## src/rtl/intack_vector_gen.sv

```systemverilog
module intack_vector_gen #(
  parameter logic [7:0] CALL_OPCODE = 8'hCD,
  parameter int         SEQ_LEN     = 3
) (
  input  logic        clk,
  input  logic        rst_n,
  input  logic        ack_n,
  input  logic [2:0]  level,
  input  logic [15:5] base_addr,
  input  logic        spacing4,
  input  logic        byte_mode,
  input  logic        casc_en,
  input  logic        is_master,
  input  logic        level_has_slave,
  input  logic        cas_match,
  output logic [7:0]  dout,
  output logic        doe
);
  localparam int               IDX_W = $clog2(SEQ_LEN);
  localparam logic [IDX_W-1:0] LAST  = IDX_W'(SEQ_LEN - 1);

  logic             ack_q;
  logic [IDX_W-1:0] idx;
  logic             rise;
  logic             own;
  logic [7:0]       lo_byte, vec_byte, cur_byte;

  assign rise = ack_n & ~ack_q;

  always_ff @(posedge clk) begin
    if (!rst_n) begin
      ack_q <= 1'b1;
      idx   <= '0;
    end else begin
      ack_q <= ack_n;
      if (rise)
        idx <= (byte_mode || idx == LAST) ? '0 : idx + 1'b1;
    end
  end

  assign lo_byte  = spacing4 ? {base_addr[7:5], level, 2'b00}
                             : {base_addr[7:6], level, 3'b000};
  assign vec_byte = {base_addr[15:11], level};

  always_comb begin
    if (byte_mode)       cur_byte = vec_byte;
    else if (idx == '0)  cur_byte = CALL_OPCODE;
    else if (idx == 1)   cur_byte = lo_byte;
    else                 cur_byte = base_addr[15:8];
  end

  always_comb begin
    if (!casc_en)       own = 1'b1;
    else if (is_master) own = (!byte_mode && idx == '0) || !level_has_slave;
    else                own = cas_match && (byte_mode || idx != '0);
  end

  assign doe  = !ack_n && own;
  assign dout = doe ? cur_byte : 8'h00;

  AST_OE_NEEDS_STROBE: assert property (@(posedge clk) disable iff (!rst_n) doe |-> !ack_n);
  AST_BUS_QUIET: assert property (@(posedge clk) disable iff (!rst_n) !doe |-> dout == 8'h00);
  AST_IDX_RANGE: assert property (@(posedge clk) disable iff (!rst_n) idx <= LAST);
  AST_IDX_HOLD: assert property (@(posedge clk) disable iff (!rst_n) !rise |=> $stable(idx));
  AST_VECTOR_SINGLE: assert property (@(posedge clk) disable iff (!rst_n) (rise && byte_mode) |=> idx == '0);
  AST_SLAVE_NO_OPCODE: assert property (@(posedge clk) disable iff (!rst_n)
    (casc_en && !is_master && !byte_mode && idx == '0) |-> !doe);
  AST_OPCODE_FIRST: assert property (@(posedge clk) disable iff (!rst_n)
    (doe && !byte_mode && idx == '0) |-> dout == CALL_OPCODE);
  AST_STANDALONE_DRIVES: assert property (@(posedge clk) disable iff (!rst_n)
    (!casc_en && !ack_n) |-> doe);
endmodule

```

## config.mk

```make
export PLATFORM = sky130hd
export DESIGN_NAME = intack_vector_gen
export DESIGN_NICKNAME = d
export VERILOG_FILES = /design/src/rtl/intack_vector_gen.sv
export SDC_FILE = /design/constraint.sdc
export NUM_CORES = 1
export LEC_CHECK = 0
export BUFFER_PORTS_ARGS = -buffer_cell sky130_fd_sc_hd__buf_2
export CORE_AREA = 2 2 39 41
export CTS_CLUSTER_SIZE = 24
export DETAILED_ROUTE_END_ITERATION = 7
export DIE_AREA = 0 0 41 43
export MAX_ROUTING_LAYER = met4
export PLACE_DENSITY = 0.66
export SYNTH_ARGS = -nofsm -noshare
export SYNTH_HDL_FRONTEND = slang
export SYNTH_SLANG_ARGS = --single-unit
```

## constraint.sdc

```tcl
create_clock -name clk -period 2.37 [get_ports clk]
set_clock_uncertainty 0.2 [all_clocks]
set_input_delay 0.237 -clock clk [delete_from_list [all_inputs] [get_ports clk]]
set_output_delay 0.237 -clock clk [all_outputs]
set_load 0.05 [all_outputs]
```

==> metrics.md <==
| Metric | Value |
|---|---|
| CTS H-tree depth | 1 |
| GRT Util Overall | 13.5% |
| Reg-to-reg startpoint | idx[1] |
| Pre-CTS setup slack | 23.5 ps |
| # port buffers | 31 |
| Vias in the first global route | 477 |
| FF-to-FF setup slack | 1050 ps |
| Placer congestion estimate | 0.655 |
| Predominant post-synthesis flop cell | dfxtp_1 |
| Critical Path Sink Type | primary output |
| Slew HR | between 70% and 80% |
| Fin util | 48.7% |
| Nets@finish | 119 |
| Number of buffers created by CTS | 3 |
| Area contributors post-synth | mux2i_1 17%, dfxtp_1 14%, a21oi_1 9.6%, ha_1 9.0%, nor2_1 6.3% |
| Worst Setup Start Kind | register |
| Initial Utilization | between 30% and 40% |
| TritonCTS clock tree | built |
| ANT cells | 0 |
| Library cells used by synthesis | 23 |
| Req. time, crit path | around 1900 ps |
| Worst min path class | in -> reg |
| Synthesized net count | 82 |
| Post-synthesis register bit count | 3 |
| Hold Path Sink | ack_q |
| Worst VDD drop | approximately 0.00019 V |
| DRC | 0 |
| Worst-margin pin slew | roughly 350 ps |
| R2R Path End | idx[0] |
| # fillers | 149 |
| Share of the synthesized area in the top cell type | between 10% and 20% |
| Tcrit/Tclk final | between 90% and 100% |
| Post-synth top cells | 8 x a21oi_1, 7 x mux2i_1, 7 x nor2_1 |
| Post-CTS Setup Inserts | 0 |
| Gr ovfl total | 0 |
| F_max | around 440 MHz |
| Post-route setup slack | around 92 ps |
| Most frequent cell after synthesis | a21oi_1 |
| Antenna violations before repair | 0 |
| Worst Path Arrival | roughly 1800 ps |
| Num rows | 14 |
| Reg clk slew, reported paths | 40 ps |
| Via count | between 400 and 500 |
| WL/cell | 9.69 microns |
| Synth warn | 0 |
| Worst Path Max Fanout | 5 |
| Synthesized instance count | 56 |
| Iteration-0 DRC count of the detailed router | 1 |
| # clock sinks | 3 |
| Die area | 1760 sq um |
| Async set-or-reset flop fraction in the synthesized netlist | 0% |
| R2R cell count | 5 |
| RSZ-0062 raised after global routing | false |
| Die width | 41 microns |
| P per Cell Area | ~400 nW/um^2 |
| Number of synthesized flops with an enable pin | 0 |
| Largest net degree at the start of global routing | 10 |
| WL final | 1050 microns |
| Final hold viol count | 0 |
| Synth area leader | mux2i_1 |
| Outcome | finished clean |
| Max Slew Vio Count | 0 |
| Synth Cell Area | 419 sq um |
| Final setup fails | 0 |
| Worst Hold Depth | 2 |
| Clk Latency, worst-skew pair | between 200 and 250 ps |
| Drt first pass iters | 4 |
| HP Start | ack_n |
| Final antenna-violating net count | 0 |
| Root Driver | clkbuf_4 |
| Layout cell share with drive strength beyond 1 | 48.9% |
| Vias/cell | 4.54 |
| Global-route wire length before repair | 1660 microns |
| Area grow syn2layout | 60.9% |
| Die Y | 43 microns |
| DP Wirelength | 841 microns |
| Final Hold Slack | 45.8 ps |
| Core area | 1380 sq um |
| Register area share after synthesis | 14.3% |
| Final min period | 2280 ps |
| Syn_area_per_cell | 7.48 sq um |
| Max Cap Viol | 0 |
| P_leak | 0.347 nW |
| Longest Clk Path Bufs | 2 |
| Critical path class | reg -> out |
| IO Pins | 32 |
cells in the final DEF (no fill, tap or decap):
master,instances
nor3_1,2
nor3_4,1
or2b_1,1
nor2b_4,1
nor3_2,2
nand2_1,3
nor2_1,7
nand2b_1,3
dfxtp_1,2
a22oi_1,1
nor4b_1,1
a21oi_1,8
a311o_2,1
buf_6,3
nand3_1,1
dlygate4sd3_1,1
ha_2,1
mux2i_1,7
buf_2,23
inv_2,2
dfxtp_2,1
nor2b_1,3
ha_1,2
a311o_1,1
inv_1,2
buf_4,7
clkbuf_1,1
clkbuf_4,3
o21ai_0,1
per-layer routing:
layer  up-vias  wire (microns)  track usage, %
met2        12             590            24.4
li1        267               -               -
met3         0              42               0
met4         0               0            6.00
met5         -               0               -
met1       211             414            14.1
worst max-delay path, stage by stage, from the launching register on:
cell and delay [ps]:
dfxtp_2 320, inv_2 70, ha_2 200, nor2b_4 180
nor2_1 70, a311o_2 380, nor3_4 200, buf_6 170
through the flow:
stage / area (sq um) / TNS [ps] / instances / power [mW]
global placement: 587 / 0 / 102 / 0.165
CTS: 666 / 0 / 108 / 0.272
finish: 674 / 0 / 108 / 0.266
floorplan: 419 / -936 / 56 / 0.132
global route: 674 / 0 / 108 / 0.284
detailed placement: 587 / 0 / 102 / 0.166
worst max path at each step:
stage | startpoint | to
after floorplan | idx[1] | dout[3]
after global placement | idx[0] | dout[2]
after detailed placement | idx[0] | dout[4]
after CTS | idx[0] | dout[2]
after global routing | idx[0] | dout[2]
final | idx[0] | dout[2]
logic make-up after synthesis:
family	after synthesis	synth area share [%]
adder cells (fa/ha/maj)	3	8.96
AND/OR/NAND/NOR	25	36.1
AO/OA/AOI/OAI	11	14.9
buffers and inverters	7	8.95
flip-flops	3	14.3
multiplexers	7	16.7
timing repair:
item                                   in CTS  in global routing
gates cloned                                1                  0
setup endpoints to repair                   9                  7
pin swaps                                   2                  2
endpoints found under the hold margin       1                  0
hold buffers                                1                  0
gates resized for setup                    14                  2
where the power goes:
group / switching, mW / internal, mW / total, mW
combinational: 0.0745 / 0.0501 / 0.125
sequential: 0.000665 / 0.0525 / 0.0531
clock: 0.0256 / 0.0630 / 0.0886
total: 0.101 / 0.166 / 0.266
layout make-up:
type	count	area, sq um	area share, %
clock buffer	4	26.3	3.90
multi-input combinational	47	340	50.5
tap	16	20.0	2.97
timing repair buffer	34	211	31.4
sequential	3	61.3	9.09
inverter	4	15.0	2.23
flip-flops by register name, summed over array words and instances (netlist names):
register,count
ack_q,1
idx,2
Note: power is estimated with default switching activity, not from simulation.
